### config.mk
export PLATFORM = sky130hd
export DESIGN_NAME = adc_window_alarm
export DESIGN_NICKNAME = d
export VERILOG_FILES = /design/src/rtl/adc_win_pkg.sv /design/src/rtl/adc_win_cmp.sv /design/src/rtl/adc_win_chan.sv /design/src/rtl/adc_window_alarm.sv
export SDC_FILE = /design/constraint.sdc
export NUM_CORES = 1
export LEC_CHECK = 0
export BUFFER_PORTS_ARGS = -buffer_cell sky130_fd_sc_hd__buf_4
export CORE_MARGIN = 2
export CORE_UTILIZATION = 59
export DETAILED_ROUTE_END_ITERATION = 8
export MAX_ROUTING_LAYER = met4
export PLACE_DENSITY = 0.9
export SLEW_MARGIN = 20
export SYNTH_ARGS = -nofsm -noshare
export SYNTH_HDL_FRONTEND = slang
export SYNTH_SLANG_ARGS = --single-unit
### constraint.sdc
create_clock -name clk -period 2.19 [get_ports clk]
set_input_delay 0.1095 -clock clk [delete_from_list [all_inputs] [get_ports clk]]
set_output_delay 0.1095 -clock clk [all_outputs]
set_load 0.02 [all_outputs]
### src/rtl/adc_win_pkg.sv
`timescale 1ns/1ps
package adc_win_pkg;
    typedef enum logic [1:0] {
        CH_IDLE    = 2'd0,
        CH_COUNT   = 2'd1,
        CH_TRIPPED = 2'd2
    } win_state_e;
endpackage

### src/rtl/adc_win_cmp.sv
`timescale 1ns/1ps
module adc_win_cmp #(
    parameter int DW = 12,
    parameter int TW = 8,
    parameter int HW = 7
) (
    input  logic [DW-1:0] data,
    input  logic [TW-1:0] hi,
    input  logic [TW-1:0] lo,
    input  logic [HW-1:0] hyst,
    output logic          out_win,
    output logic          in_band
);
    localparam int PAD = DW - TW;
    localparam int EW  = DW + 2;

    logic [DW-1:0]        hi_ext;
    logic [DW-1:0]        lo_ext;
    logic signed [EW-1:0] d_s;
    logic signed [EW-1:0] hi_rel;
    logic signed [EW-1:0] lo_rel;
    logic signed [EW-1:0] hy_s;

    always_comb begin
        hi_ext  = {hi, {PAD{1'b1}}};
        lo_ext  = {lo, {PAD{1'b0}}};
        out_win = (data > hi_ext) || (data < lo_ext);
        d_s     = $signed({2'b00, data});
        hy_s    = $signed({{(EW-HW){1'b0}}, hyst});
        hi_rel  = $signed({2'b00, hi_ext}) - hy_s;
        lo_rel  = $signed({2'b00, lo_ext}) + hy_s;
        in_band = (d_s <= hi_rel) && (d_s >= lo_rel);
    end
endmodule

### src/rtl/adc_win_chan.sv
`timescale 1ns/1ps
module adc_win_chan
    import adc_win_pkg::*;
#(
    parameter int DW = 12,
    parameter int TW = 8,
    parameter int HW = 7,
    parameter int CW = 3
) (
    input  logic          clk,
    input  logic          rst_n,
    input  logic          hit,
    input  logic [DW-1:0] data,
    input  logic [TW-1:0] hi,
    input  logic [TW-1:0] lo,
    input  logic [HW-1:0] hyst,
    input  logic [CW-1:0] fcnt,
    input  logic          rd,
    output logic          flag_o
);
    win_state_e    state, state_n;
    logic [CW-1:0] run, run_n;
    logic          flag, flag_n;
    logic          trip;
    logic          out_win, in_band;

    adc_win_cmp #(.DW(DW), .TW(TW), .HW(HW)) i_cmp (
        .data    (data),
        .hi      (hi),
        .lo      (lo),
        .hyst    (hyst),
        .out_win (out_win),
        .in_band (in_band)
    );

    // state register
    always_ff @(posedge clk or negedge rst_n) begin
        if (!rst_n) begin
            state <= CH_IDLE;
            run   <= '0;
            flag  <= 1'b0;
        end else begin
            state <= state_n;
            run   <= run_n;
            flag  <= flag_n;
        end
    end

    // next state
    always_comb begin
        state_n = state;
        run_n   = run;
        trip    = 1'b0;
        unique case (state)
            CH_IDLE: begin
                if (hit && out_win) begin
                    if (fcnt == '0) begin
                        state_n = CH_TRIPPED;
                        trip    = 1'b1;
                    end else begin
                        state_n = CH_COUNT;
                        run_n   = CW'(1);
                    end
                end
            end
            CH_COUNT: begin
                if (hit) begin
                    if (!out_win) begin
                        state_n = CH_IDLE;
                        run_n   = '0;
                    end else if (run >= fcnt) begin
                        state_n = CH_TRIPPED;
                        run_n   = '0;
                        trip    = 1'b1;
                    end else begin
                        run_n = run + 1'b1;
                    end
                end
            end
            CH_TRIPPED: begin
                if (hit && in_band) begin
                    state_n = CH_IDLE;
                    run_n   = '0;
                end
            end
            default: begin
                state_n = CH_IDLE;
                run_n   = '0;
            end
        endcase
    end

    // outputs
    always_comb begin
        flag_n = flag;
        if (trip)
            flag_n = 1'b1;
        else if (rd && (state != CH_TRIPPED))
            flag_n = 1'b0;
        flag_o = flag;
    end
endmodule

### src/rtl/adc_window_alarm.sv
`timescale 1ns/1ps
module adc_window_alarm #(
    parameter int NCH = 3,
    parameter int DW  = 12,
    parameter int TW  = 8,
    parameter int HW  = 7,
    parameter int CW  = 3,
    parameter int IW  = 2
) (
    input  logic              clk,
    input  logic              rst_n,
    input  logic              res_valid,
    input  logic [IW-1:0]     res_chan,
    input  logic [DW-1:0]     res_data,
    input  logic [NCH*TW-1:0] hi_thr,
    input  logic [NCH*TW-1:0] lo_thr,
    input  logic [HW-1:0]     hyst,
    input  logic [CW-1:0]     fault_cnt,
    input  logic [NCH-1:0]    mask,
    input  logic              status_rd,
    output logic [NCH-1:0]    fault_flag,
    output logic              irq
);
    for (genvar g = 0; g < NCH; g++) begin : g_ch
        logic hit;
        assign hit = res_valid && (res_chan == IW'(g));
        adc_win_chan #(.DW(DW), .TW(TW), .HW(HW), .CW(CW)) i_chan (
            .clk    (clk),
            .rst_n  (rst_n),
            .hit    (hit),
            .data   (res_data),
            .hi     (hi_thr[g*TW +: TW]),
            .lo     (lo_thr[g*TW +: TW]),
            .hyst   (hyst),
            .fcnt   (fault_cnt),
            .rd     (status_rd),
            .flag_o (fault_flag[g])
        );
    end

    assign irq = |(fault_flag & ~mask);
endmodule

* Word level (Yosys, flattened, before mapping)
Cells that the tools add are included.
** Storage, ports and cells
- Output and inout port bits :: 4
- Bits in registers :: 18
- Input bits :: 79
- Logic and storage cells :: 154
** Cells by class
- Reductions and logical operators :: 33
- Eq/ne operators :: 26
- Bitwise gates (word level) :: 2
- Order comparisons :: 15
- Muxes and demuxes :: 60
- Add/sub/neg operators :: 9
** Operators with widths (number)
- $mux W3 :: 16
- $add A12 B7 Y13 :: 3
- $ge A12 B13 Y1 :: 3
- $le A13 B13 Y1 :: 3
- $sub A12 B7 Y13 :: 3
- $gt A12 B12 Y1 :: 3
- $lt A12 B12 Y1 :: 3
- $mux W2 :: 16
- $pmux W3 S3 :: 3
- $reduce_and A4 Y1 :: 6
- $mux W1 :: 19
- $ne A2 B1 Y1 const B :: 9
- $pmux W2 S3 :: 3
- $logic_and A1 B1 Y1 :: 15
- $ne A2 B2 Y1 const B :: 6
- $add A3 B1 Y3 const B :: 3
- $ge A3 B3 Y1 :: 3
- $ne A3 B3 Y1 const B :: 3
- $eq A2 B1 Y1 const B :: 4
- $eq A2 B2 Y1 const B :: 4
- $logic_not A2 Y1 :: 4
- $pmux W1 S2 :: 3
- $reduce_bool A2 Y1 :: 3
- $and A3 B3 Y3 :: 1
- other kinds (4) :: 6

* Depth between registers and ports, before layout
Gate-level depths: netlist (run 1).
- Depth after elaboration :: 6
- Gate-level depth with buffers :: 16

* By module
A second synthesis (run 1) with hierarchy kept.
** Unflattened totals
- Cell total of the unflattened synthesis :: 634
- Area total of the unflattened synthesis :: 5198.7 um^2
** By module, submodules not included
- adc_win_cmp (g_ch[0].i_chan.i_cmp ...) :: area an instance 1288.7 um^2, instances 2, cells an instance 161
- adc_win_chan :: area an instance 429.2 um^2, instances 3, cells an instance 48
- adc_win_cmp (g_ch[1].i_chan.i_cmp) :: area an instance 1281.2 um^2, instances 1, cells an instance 161
- adc_window_alarm :: area an instance 52.6 um^2, instances 1, cells an instance 7

* Least setup slack after synthesis (run 1)
OpenSTA, ideal clock, no wires.
- Path type :: in2reg
- From :: input port hyst[5]
- To :: register g_ch[0].i_chan.run[0]
- Buffers on the path :: 0
- Stages :: 15
- Arrival time :: 2.863 ns
- Required time :: 2.070 ns
- Path slack :: -0.793 ns
- Path through :: inv_1 ha_1 a21o_1 a21o_1 or3_1 nor3_1 xnor2_1 ha_1 nand4_1 nor2_1 nand3_1 a211oi_1 a311oi_2 o221a_2 a41o_1
** On the way
- Cells in the longest elaborated chain, start to end :: 6
** RTL lines
- start, declared :: RTL line adc_window_alarm.sv:17 : input logic [HW-1:0] hyst,
- $sub A12 B7 Y13 or $add A12 B7 Y13 (tied branches) :: RTL line adc_win_cmp.sv:30, adc_win_cmp.sv:31
- $le A13 B13 Y1 or $ge A12 B13 Y1 (tied branches) :: RTL line adc_win_cmp.sv:32 : in_band = (d_s <= hi_rel) && (d_s >= lo_rel);
- $logic_and A1 B1 Y1 * :: RTL line adc_win_cmp.sv:32
- $logic_and A1 B1 Y1 * :: RTL line adc_win_chan.sv:81 : if (hit && in_band) begin
- $ne A2 B1 Y1 (no line) *
- $reduce_and A4 Y1 (no line) *
- end signal, assigned :: RTL line adc_win_chan.sv:44 : run <= run_n;
- end, declared :: RTL line adc_win_chan.sv:22 : logic [CW-1:0] run, run_n;
Mark *: on every way between the ends. The rest lies on a longest branch, timed or not.
A chain may end at the register's enable or synchronous reset.

* Worst setup path after layout (run 1)
- From :: input port hyst[5]
- To :: register g_ch[2].i_chan.run[1]
** On the way
- Cells in the longest elaborated chain, start to end :: 6
** RTL lines (RTL line)
- $sub A12 B7 Y13 or $add A12 B7 Y13 (tied branches) :: adc_win_cmp.sv:30, adc_win_cmp.sv:31
- $le A13 B13 Y1 or $ge A12 B13 Y1 (tied branches) :: adc_win_cmp.sv:32
- $logic_and A1 B1 Y1 * :: adc_win_cmp.sv:32
- $logic_and A1 B1 Y1 * :: adc_win_chan.sv:81
- $ne A2 B1 Y1 (no line) *
- $reduce_and A4 Y1 (no line) *
- end signal, assigned :: adc_win_chan.sv:44
- end, declared :: adc_win_chan.sv:22
Marked as above.

==> key figures, run 1 <==
Setup path
  • Element type at the critical path end: flop
  • Crit path cell chain: buf_8 > clkinvlp_4 > buf_4 > buf_6 > buf_4 > fa_1 > a21o_1 > nor4_2 > xnor2_1 > ha_1 > a21o_1 > a21oi_1 > nand4_1 > a22oi_2 > a21boi_4 > mux2i_1
  • CP delay by family, top: compound AO/OA/AOI/OAI gates
  • Reg2Reg Capture Point: g_ch[0].i_chan.run[2]$_DFFE_PN0P_
  • Worst path bufs/invs: 5
  • Critical Path AT: roughly 3.3 ns
  • CP Class: in -> reg
  • Slowest stage delay, CP: between 0.4 and 0.5 ns
  • Critical path's slowest cell: fa_1
  • CP Max Fanout: 3
  • Register-to-Register Path Depth: 8
  • Required @ worst endpoint: roughly 2.4 ns
  • Setup crit start kind: primary input
  • RR Startpoint: g_ch[0].i_chan.run[0]$_DFFE_PN0P_
  • R2R Setup Slk: about 0.2 ns

Synth
  • Syn Std Cell Area: about 4800 µm²
  • Register area share after synthesis: a little under a tenth
  • Synth Register Bits: 18
  • Post-synth EDFFs: 0
  • Mapped Nets: 815
  • Prevailing post-synth register cell: dfrtp_1
  • Mean Syn Cell Area: 7.99 µm²
  • Synth async-reset ratio: between 90% and 100%
  • Cell count after synthesis: between 500 and 600
  • Yosys cell types: 66
  • Yosys Warn Count: 0

STA
  • Total Neg Setup Slack: -8.60 ns
  • Max_slew headroom: between 60 and 70%
  • Setup ws final: -0.892 ns
  • Clock skew: between 0.0015 and 0.002 ns
  • Fmax achieved: 0.324 GHz
  • Fin Hold WS: approximately 0.18 ns
  • Crit share post-route: 141%
  • Minimum clock period: roughly 3 ns
  • RSZ-0062 raised after global routing: true
  • Final Hold Fails: 0
  • Final Max Slew Viols: 0
  • Final setup fails: 12
  • Worst-margin pin slew: 0.493 ns

Die
  • Die area: 8850 µm²
  • # IOs: 83
  • Cell Rows: 32
  • Die Width: between 90 and 100 µm
  • CORE AREA: about 8000 µm²
  • Die height: 94.1 µm
  • Initial core utilization: between 60% and 70%

Global route
  • Global route total overflow: 0
  • Maximum number of pins on one net before global-route repair: 19
  • Global-route wire length before repair: approximately 25000 µm
  • Global-route usage over all layers: between 30% and 40%
  • Initial antenna violation count: 0
  • Vias in the first global route: ~5700

Clock network
  • CTS tree: built
  • Clock tree sinks: 18
  • CTS root buffer: clkbuf_8
  • Clock latency on the worst-skew pair: roughly 0.26 ns
  • H-Tree Level Count: 1
  • TritonCTS Buffers: 3
  • Worst-path clk slew: about 0.07 ns
  • Clk buf depth: 2

Layout
  • Final instance area: between 6000 and 7000 µm²
  • Fin cells: approximately 850
  • ANT cells: 0
  • P&R area growth vs syn: 32.5%
  • Register area: roughly 450 µm²
  • NumNets Final: 970
  • # fillers: 447
  • Share of layout cells above drive strength 1: 27.8%
  • Footprint of the multi-input gates: ~4200 µm²

Run
  • Max cap viols: 0

Route
  • Wire length per cell: about 19 µm
  • Via/cell ratio: roughly 6.5
  • DRC violations left: 0
  • DRT iter0 DRCs: about 510
  • Vias: between 5000 and 6000
  • Router iterations before antenna repair: 5
  • Post-route ant nets: 0
  • WL final: 16500 µm

Outcome
  • Status: finished, violations left
  • Failing checks: setup timing

Placed design
  • Port-buffer cells: between 80 and 90
  • DPL Wire Length: 12600 µm
  • Routability Congestion: 0.967
  • DP Area: slightly above 6000 µm²
  • Placed Cells: 844

Min path
  • HP Start: status_rd
  • WHS Path Cells: 4
  • Hold Path End: g_ch[2].i_chan.flag_o$_DFFE_PN0P_
  • Type of the worst min-delay path: in -> reg

Power
  • Pwr dens: approximately 420 nW/µm²
  • Peak supply drop: between 0.0002 and 0.0003 V
  • Overall power: approximately 2.6 mW
  • Pleak: between 3 and 4 nW
## area by class of cell
type / count / area share (%)
multi-input combinational: 483 / 65.8
timing repair buffer: 156 / 18.9
sequential: 18 / 7.10
inverter: 92 / 5.51
tap: 102 / 2.01
clock buffer: 3 / 0.651
## metal layers
metal  GRT usage, %  part of all wire (%)
met1           39.6                    36
met2           65.4                    48
met3           4.65                   9.0
met4           20.5                   7.2
met5              -                     0
## flip-flops by register name, indices dropped and copies added (netlist names)
| register | flops |
|---|---|
| g_ch.i_chan.flag_o | 3 |
| g_ch.i_chan.state | 6 |
| g_ch.i_chan.run | 9 |
## placed cells by master, fill, tap and decap left out, types with 16 or more instances in the layout
| cell type | n |
|---|---|
| a21o_1 | 16 |
| a21oi_1 | 30 |
| buf_4 | 151 |
| dfrtp_1 | 18 |
| ha_1 | 129 |
| inv_1 | 90 |
| nand2_1 | 33 |
| nand3_1 | 20 |
| nor2_1 | 23 |
| o21ai_0 | 18 |
| xnor2_1 | 36 |
## Yosys cell counts, types with 7 or more instances
master	n	area [µm²]
ha_1	131	1640
nor3_1	16	80.1
xnor2_1	36	315
o21ai_0	23	115
nor2_1	26	97.6
a21o_1	16	120
nand3_1	23	115
nand2_1	33	124
nand4_1	14	87.6
a21oi_1	39	195
a211oi_1	12	90.1
nand2b_1	7	43.8
dfrtp_1	18	450
inv_1	91	342
## power breakdown
| group | switching [mW] | internal, mW |
|---|---|---|
| Clock | 0.117 | 0.123 |
| Combinational | 0.975 | 0.867 |
| Sequential | 0.128 | 0.433 |
| Total | 1.22 | 1.42 |
## cell families after synthesis
kind of cell	share of synthesized area [%]
adder cells (fa/ha/maj)	36.7
buffers and inverters	7.92
AO/OA/AOI/OAI	21.4
flip-flops	9.41
XOR/XNOR	6.59
multiplexers	0.418
AND/OR/NAND/NOR	17.5
## through the flow
step	setup WS [ns]	util, %
detailed placement	-1.07	78.0
global route	-0.877	81.2
CTS	-0.674	79.8
finish	-0.892	81.2
global placement	-0.884	78.0
floorplan	-0.679	-
## worst reg2reg max path, stage by stage, from the launching register on
cell      delay, ns
dfrtp_1        0.41
inv_1          0.06
ha_1           0.27
inv_1          0.05
a21boi_0       0.07
o21ai_0        0.15
nand3b_1       0.20
or4_1          0.46
a41oi_1        0.23
## timing repair
item                       CTS  global route
setup endpoints to repair   12            12
hold buffers                 1             0
gates resized for setup     15            21
pin swaps                   10             7
buffers inserted             4             2
hold endpoints to repair    18             0
## worst max-delay path by stage
stage,start,cells past startpoint,endpoint,slack (ns)
finish,hyst[5],16,g_ch[2].i_chan.run[1]$_DFFE_PN0P_,-0.89
CTS,hyst[5],16,g_ch[0].i_chan.run[0]$_DFFE_PN0P_,-0.67
detailed placement,hyst[5],16,g_ch[0].i_chan.run[0]$_DFFE_PN0P_,-1.07
global placement,hyst[4],15,g_ch[0].i_chan.run[0]$_DFFE_PN0P_,-0.88
floorplan,hyst[5],14,g_ch[0].i_chan.run[0]$_DFFE_PN0P_,-0.68
global route,hyst[5],18,g_ch[1].i_chan.run[2]$_DFFE_PN0P_,-0.88
Note: power is estimated with default switching activity, not from simulation.
==> run 2: changes to the inputs <==
--- a/config.mk
+++ b/config.mk
@@ -15,3 +15,4 @@
 export SYNTH_ARGS = -nofsm -noshare
 export SYNTH_HDL_FRONTEND = slang
 export SYNTH_SLANG_ARGS = --single-unit
+export TNS_END_PERCENT = 1
==> key figures, run 2 (synthesis gave the netlist of run 1 again) <==
Clock network
  • CTS root buffer: clkbuf_8 (unchanged)
  • TritonCTS Buffers: 3 (unchanged)
  • Clk buf depth: 2 (unchanged)
  • CTS tree: built (unchanged)
  • Clock tree sinks: 18 (unchanged)
  • Clock latency on the worst-skew pair: 0.26 ns (about the same)
  • H-Tree Level Count: 1 (unchanged)
  • Worst-path clk slew: 0.07 ns (about the same)

Placed design
  • Dpl ws: -1.26 ns (was -1.07 ns)
  • DPL Wire Length: 12900 µm (was 12600 µm)
  • Placed Cells: 858 (was 844)
  • DP Area: 6180 µm² (was 6090 µm²)
  • Port-buffer cells: 82 (unchanged)
  • Routability Congestion: 0.970 (was 0.967)

Setup path
  • CP Max Fanout: 4 (was 3)
  • Critical Path AT: 3.15 ns (was 3.27 ns)
  • Slowest stage delay, CP: 0.41 ns (was 0.42 ns)
  • Worst path most repeated cell: buf_4
  • Element type at the critical path end: flop (unchanged)
  • Setup crit start kind: primary input (unchanged)
  • R2R Setup Slk: 0.16 ns (was 0.20 ns)
  • Crit path cell chain: buf_4 > clkinvlp_4 > buf_4 > fa_1 > a21o_1 > nor2b_1 > xnor2_1 > ha_1 > and3_1 > a211oi_1 > o21ai_1 > a21oi_1 > a311oi_2 > o221a_2 > a41o_1 (was buf_8 > clkinvlp_4 > buf_4 > buf_6 > buf_4 > fa_1 > a21o_1 > nor4_2 > xnor2_1 > ha_1 > a21o_1 > a21oi_1 > nand4_1 > a22oi_2 > a21boi_4 > mux2i_1)
  • RR Startpoint: g_ch[0].i_chan.run[0]$_DFFE_PN0P_ (unchanged)
  • Required @ worst endpoint: 2.34 ns (was 2.38 ns)
  • Reg2Reg Capture Point: g_ch[0].i_chan.run[2]$_DFFE_PN0P_ (unchanged)
  • Register-to-Register Path Depth: 8 (unchanged)
  • Critical path's slowest cell: fa_1 (unchanged)
  • CP Class: in -> reg (unchanged)

Die
  • Die height: 94.1 µm (unchanged)
  • Initial core utilization: 61.3% (unchanged)
  • Die Width: 94.1 µm (unchanged)
  • # IOs: 83 (unchanged)
  • Cell Rows: 32 (unchanged)
  • Die area: 8850 µm² (unchanged)
  • CORE AREA: 7810 µm² (unchanged)

Layout
  • Share of layout cells above drive strength 1: 26.8% (was 27.8%)
  • Fin cells: 862 (was 854)
  • P&R area growth vs syn: 32.0% (was 32.5%)
  • Biggest register: g_ch.i_chan.run (unchanged)
  • Largest register FFs: 9 (unchanged)
  • ANT cells: 0 (unchanged)
  • Most frequent cells in the layout: buf_4 (160), ha_1 (130), inv_1 (90) (was buf_4 (151), ha_1 (129), inv_1 (90))
  • NumNets Final: 978 (was 970)
  • Most common cell after layout, fill and taps aside: buf_4 (unchanged)
  • Final instance area: 6320 µm² (was 6340 µm²)

Power
  • Combinational Power Share: 69.0% (was 69.7%)
  • Psw: 1.19 mW (was 1.22 mW)
  • Peak supply drop: 0.000243 V (was 0.000279 V)
  • Pleak: 3.25 nW (was 3.23 nW)
  • Sequential power share: 21.8% (was 21.2%)
  • Switching Share: 45.9% (was 46.2%)
  • Pwr dens: 409 nW/µm² (was 417 nW/µm²)
  • Clk pwr share: 9.2% (was 9.1%)
  • Int Power: 1.40 mW (was 1.42 mW)

STA
  • Fmax achieved: 0.333 GHz (was 0.324 GHz)
  • Final setup fails: 12 (unchanged)
  • Max_slew headroom: 67.3% (was 66.8%)
  • Crit share post-route: 137% (was 141%)
  • Worst-margin pin slew: 0.491 ns (was 0.493 ns)
  • RSZ-0062 raised after global routing: true (unchanged)
  • Final Max Slew Viols: 0 (unchanged)
  • Minimum clock period: 3.01 ns (was 3.08 ns)
  • Setup ws final: -0.815 ns (was -0.892 ns)
  • Final Hold Fails: 0 (unchanged)
  • Fin Hold WS: 0.157 ns (was 0.183 ns)
  • Clock skew: 0.00279 ns (was 0.00180 ns)
  • Total Neg Setup Slack: -7.81 ns (was -8.60 ns)

Route
  • DRT iter0 DRCs: 385 (was 506)
  • WL final: 16100 µm (was 16500 µm)
  • Vias: 5554 (was 5544)
  • Post-route ant nets: 0 (unchanged)
  • Router iterations before antenna repair: 5 (unchanged)
  • Via/cell ratio: 6.44 (was 6.49)
  • Wire length per cell: 18.7 µm (was 19.4 µm)
  • DRC violations left: 0 (unchanged)

Min path
  • HP Start: status_rd (unchanged)
  • Type of the worst min-delay path: in -> reg (unchanged)
  • Hold Path End: g_ch[2].i_chan.flag_o$_DFFE_PN0P_ (unchanged)
  • WHS Path Cells: 4 (unchanged)

Global route
  • Global routing's busiest layer: met2 (unchanged)
  • M3 GR Usage: 4.33% (was 4.65%)
  • M2 GR Usage: 64.2% (was 65.4%)
  • Initial antenna violation count: 0 (unchanged)
  • Vias in the first global route: 5679 (was 5741)
  • Global route total overflow: 0 (unchanged)
  • Global-route usage over all layers: 37.3% (was 36.8%)
  • Global-route wire length before repair: 25500 µm (was 25400 µm)
  • Maximum number of pins on one net before global-route repair: 19 (unchanged)
  • Met1 usage: 42.4% (was 39.6%)

Run
  • Max cap viols: 0 (unchanged)

Outcome
  • Failing checks: setup timing (unchanged)
  • Status: finished, violations left (unchanged)
-- run 2: worst max-delay path by stage --
stage | end | slack (ns) | startpoint | depth (start not counted)
3_3_place_gp | g_ch[0].i_chan.run[0]$_DFFE_PN0P_ | -0.92 | hyst[5] | 15
6_report | g_ch[0].i_chan.run[0]$_DFFE_PN0P_ | -0.82 | hyst[5] | 15
5_1_grt | g_ch[0].i_chan.run[0]$_DFFE_PN0P_ | -0.90 | hyst[5] | 16
2_1_floorplan | g_ch[0].i_chan.run[0]$_DFFE_PN0P_ | -0.68 | hyst[5] | 14
3_5_place_dp | g_ch[0].i_chan.run[0]$_DFFE_PN0P_ | -1.26 | hyst[5] | 15
4_1_cts | g_ch[0].i_chan.run[0]$_DFFE_PN0P_ | -0.76 | hyst[5] | 15
-- run 2: metrics by stage --
stage / power (mW) / util (%)
final: 2.59 / 81.0
after global routing: 2.78 / 81.0
after CTS: 2.51 / 80.5
after detailed placement: 2.25 / 79.2
after global placement: 2.11 / 79.2
after floorplan: 1.57 / -
-- run 2: power by group through the flow --
stage	Sequential [mW]	Combinational, mW	Clock, mW
after floorplan	0.507	1.06	0
after global placement	0.550	1.56	0
after detailed placement	0.560	1.69	0
after CTS	0.556	1.72	0.232
after global routing	0.574	1.97	0.243
final	0.564	1.79	0.237
-- run 2: repair_timing --
action                                 in CTS  in global routing
buffers inserted                            0                  0
setup endpoints to repair                  12                 12
endpoints found under the hold margin      18                  0
hold buffers                                1                  0
pin swaps                                   2                  2
resized for setup                          14                  9
-- run 2: critical path: cells and delay by family --
kind                     cells  cell delay (ns)
adder cells (fa/ha/maj)      2             0.71
buffers and inverters        3             0.44
AO/OA/AOI/OAI                7             1.40
AND/OR/NAND/NOR              2             0.35
XOR/XNOR                     1             0.15
-- run 2: per-layer routing --
layer | vias to the layer above | wire length, µm
met1 | 2571 | 5960
met4 | 0 | 1220
met3 | 116 | 1330
li1 | 2507 | -
met5 | - | 0
met2 | 360 | 7590
-- run 2: final cells by class --
| type | count | area (µm²) |
|---|---|---|
| Tap cell | 102 | 128 |
| Timing Repair Buffer | 164 | 1270 |
| Inverter | 92 | 349 |
| Clock buffer | 3 | 41.3 |
| Sequential cell | 18 | 450 |
| Fill cell | 469 | 1490 |
| Multi-Input combinational cell | 483 | 4080 |
==> run 3: changes to the inputs <==
--- a/config.mk
+++ b/config.mk
@@ -6,11 +6,12 @@
 export NUM_CORES = 1
 export LEC_CHECK = 0
 export BUFFER_PORTS_ARGS = -buffer_cell sky130_fd_sc_hd__buf_4
-export CORE_MARGIN = 2
-export CORE_UTILIZATION = 59
+export CAP_MARGIN = 20
+export CORE_MARGIN = 5
+export CORE_UTILIZATION = 55
 export DETAILED_ROUTE_END_ITERATION = 8
 export MAX_ROUTING_LAYER = met4
-export PLACE_DENSITY = 0.9
+export PLACE_DENSITY = 0.86
 export SLEW_MARGIN = 20
 export SYNTH_ARGS = -nofsm -noshare
 export SYNTH_HDL_FRONTEND = slang
==> key figures, run 3 (synthesis gave the netlist of run 1 again) <==
Outcome
  • Status: finished, violations left (unchanged)
  • Failing checks: setup timing (unchanged)

Global route
  • Initial antenna violation count: 0 (unchanged)
  • Vias in the first global route: 5668 (was 5679)
  • Global-route wire length before repair: 24800 µm (was 25500 µm)
  • Global route total overflow: 0 (unchanged)
  • Maximum number of pins on one net before global-route repair: 19 (unchanged)
  • Global-route usage over all layers: 30.0% (was 37.3%)

Setup path
  • Setup crit start kind: primary input (unchanged)
  • Slowest stage delay, CP: 0.36 ns (was 0.41 ns)
  • Required @ worst endpoint: 2.34 ns (about the same)
  • Crit path cell chain: buf_8 > clkinvlp_4 > ha_4 > a21o_1 > a21o_1 > or3_4 > xnor2_1 > ha_1 > and3_4 > a211oi_4 > o21ai_2 > a21oi_2 > a311oi_2 > o221a_2 > a41o_1 (was buf_4 > clkinvlp_4 > buf_4 > fa_1 > a21o_1 > nor2b_1 > xnor2_1 > ha_1 > and3_1 > a211oi_1 > o21ai_1 > a21oi_1 > a311oi_2 > o221a_2 > a41o_1)
  • CP Max Fanout: 6 (was 4)
  • Critical Path AT: 3.18 ns (was 3.15 ns)
  • R2R Setup Slk: 0.17 ns (was 0.16 ns)
  • CP delay by family, top: compound AO/OA/AOI/OAI gates (unchanged)
  • Element type at the critical path end: flop (unchanged)
  • Critical path's slowest cell: or3_4 (was fa_1)
  • CP Class: in -> reg (unchanged)
  • Worst path bufs/invs: 2 (was 3)
  • Worst path most repeated cell: a21o_1 (was buf_4)

Die
  • Die area: 10700 µm² (was 8850 µm²)
  • Die height: 103 µm (was 94.1 µm)
  • Initial core utilization: 55.7% (was 61.3%)
  • CORE AREA: 8590 µm² (was 7810 µm²)
  • # IOs: 83 (unchanged)
  • Cell Rows: 34 (was 32)
  • Die Width: 103 µm (was 94.1 µm)

STA
  • Crit share post-route: 138% (was 137%)
  • Final setup fails: 12 (unchanged)
  • RSZ-0062 raised after global routing: true (unchanged)
  • Final Hold Fails: 0 (unchanged)
  • Final Max Slew Viols: 0 (unchanged)
  • Fin Hold WS: 0.151 ns (was 0.157 ns)
  • Minimum clock period: 3.03 ns (was 3.01 ns)
  • Fmax achieved: 0.330 GHz (was 0.333 GHz)
  • Max_slew headroom: 65.8% (was 67.3%)
  • Worst-margin pin slew: 0.500 ns (was 0.491 ns)
  • Clock skew: 0.00500 ns (was 0.00279 ns)
  • Setup ws final: -0.837 ns (was -0.815 ns)

Placed design
  • Routability Congestion: 0.910 (was 0.970)
  • Port-buffer cells: 82 (unchanged)
  • Dpl ws: -1.14 ns (was -1.26 ns)
  • Placed Cells: 874 (was 858)
  • DPL Wire Length: 12900 µm (about the same)

Layout
  • Fin cells: 883 (was 862)
  • # fillers: 589 (was 469)
  • Most common cell after layout, fill and taps aside: buf_4 (unchanged)
  • Most frequent cells in the layout: buf_4 (173), ha_1 (130), inv_1 (90) (was buf_4 (160), ha_1 (130), inv_1 (90))
  • Fin util: 75.9% (was 81.0%)
  • ANT cells: 0 (unchanged)
  • Largest register FFs: 9 (unchanged)
  • NumNets Final: 992 (was 978)
  • Biggest register: g_ch.i_chan.run (unchanged)
  • P&R area growth vs syn: 36.2% (was 32.0%)
  • Share of layout cells above drive strength 1: 29.7% (was 26.8%)

Route
  • WL final: 15800 µm (was 16100 µm)
  • Router iterations before antenna repair: 9 (was 5)
  • DRT iter0 DRCs: 362 (was 385)
  • Vias: 5360 (was 5554)
  • Post-route ant nets: 0 (unchanged)
  • Via/cell ratio: 6.07 (was 6.44)
  • DRC violations left: 0 (unchanged)
  • Wire length per cell: 17.9 µm (was 18.7 µm)

Clock network
  • TritonCTS Buffers: 3 (unchanged)
  • CTS tree: built (unchanged)
  • Worst-path clk slew: 0.07 ns (about the same)
  • Clk buf depth: 2 (unchanged)
  • Clock latency on the worst-skew pair: 0.26 ns (about the same)
  • Clock tree sinks: 18 (unchanged)
  • H-Tree Level Count: 1 (unchanged)
  • CTS root buffer: clkbuf_8 (unchanged)

Power
  • Sequential power share: 20.9% (was 21.8%)
  • Clk pwr share: 10.5% (was 9.2%)
  • Switching Share: 44.7% (was 45.9%)
  • Peak supply drop: 0.000263 V (was 0.000243 V)
  • Int Power: 1.47 mW (was 1.40 mW)
  • Combinational Power Share: 68.6% (was 69.0%)
  • Psw: 1.19 mW (about the same)
  • Pwr dens: 407 nW/µm² (was 409 nW/µm²)
  • Pleak: 3.34 nW (was 3.25 nW)

Min path
  • Type of the worst min-delay path: in -> reg (unchanged)

Run
  • Max cap viols: 0 (unchanged)
run 3: path summary, 6_finish.rpt:
check                                                       start                             endpoint  depth (start not counted)
worst min register to register  g_ch[0].i_chan.run[2]$_DFFE_PN0P_    g_ch[0].i_chan.run[2]$_DFFE_PN0P_                          1
worst min-delay path                                    status_rd    g_ch[2].i_chan.flag_o$_DFFE_PN0P_                          4
worst max-delay path                                      hyst[5]    g_ch[0].i_chan.run[0]$_DFFE_PN0P_                         15
min in group asynchronous                                   rst_n    g_ch[1].i_chan.run[1]$_DFFE_PN0P_                          2
max in group asynchronous                                   rst_n    g_ch[0].i_chan.flag_o$_DFFE_PN0P_                          2
worst max register to register  g_ch[1].i_chan.run[0]$_DFFE_PN0P_  g_ch[1].i_chan.state[1]$_DFFE_PN0P_                          8
run 3: final cells by class:
cell class | count | area [µm²] | area share, %
timing repair buffer | 178 | 1380 | 21.1
inverter | 92 | 349 | 5.36
multi-input combinational | 483 | 4150 | 63.7
sequential | 18 | 450 | 6.91
tap | 108 | 135 | 2.07
clock buffer | 4 | 55.1 | 0.845
run 3: stage by stage:
| stage | power [mW] | instance area (µm²) | setup TNS, ns |
|---|---|---|---|
| 4_1_cts | 2.59 | 6420 | -6.68 |
| 3_3_place_gp | 2.13 | 6250 | -10.54 |
| 5_1_grt | 2.89 | 6520 | -9.83 |
| 6_report | 2.66 | 6520 | -7.71 |
| 2_1_floorplan | 1.57 | 4830 | -6.17 |
| 3_5_place_dp | 2.26 | 6250 | -12.46 |
run 3: metal layers:
metal	wire length, µm	global-route usage [%]	up-vias
li1	-	-	2525
met5	0	-	-
met2	7830	53.8	255
met4	1090	17.7	0
met1	5780	31.9	2485
met3	1090	2.88	95
run 3: what timing repair did:
| action | 4_1_cts | 5_1_grt |
|---|---|---|
| gates resized for setup | 23 | 17 |
| endpoints found under the setup margin | 12 | 12 |
| hold buffers | 1 | 0 |
| pin swaps | 11 | 13 |
| endpoints found under the hold margin | 18 | 0 |
| buffers inserted | 2 | 2 |
run 3: power by group through the flow:
stage / Sequential [mW] / Combinational [mW] / Clock, mW
after floorplan: 0.507 / 1.06 / 0
after global placement: 0.554 / 1.57 / 0
after detailed placement: 0.558 / 1.70 / 0
after CTS: 0.553 / 1.75 / 0.283
after global routing: 0.572 / 2.02 / 0.298
final: 0.554 / 1.82 / 0.279
run 3: tightest hold or removal path: stages:
cell and delay [ns]:
buf_4 0.10, nand2_1 0.04, nand2_1 0.06, nand2_1 0.06
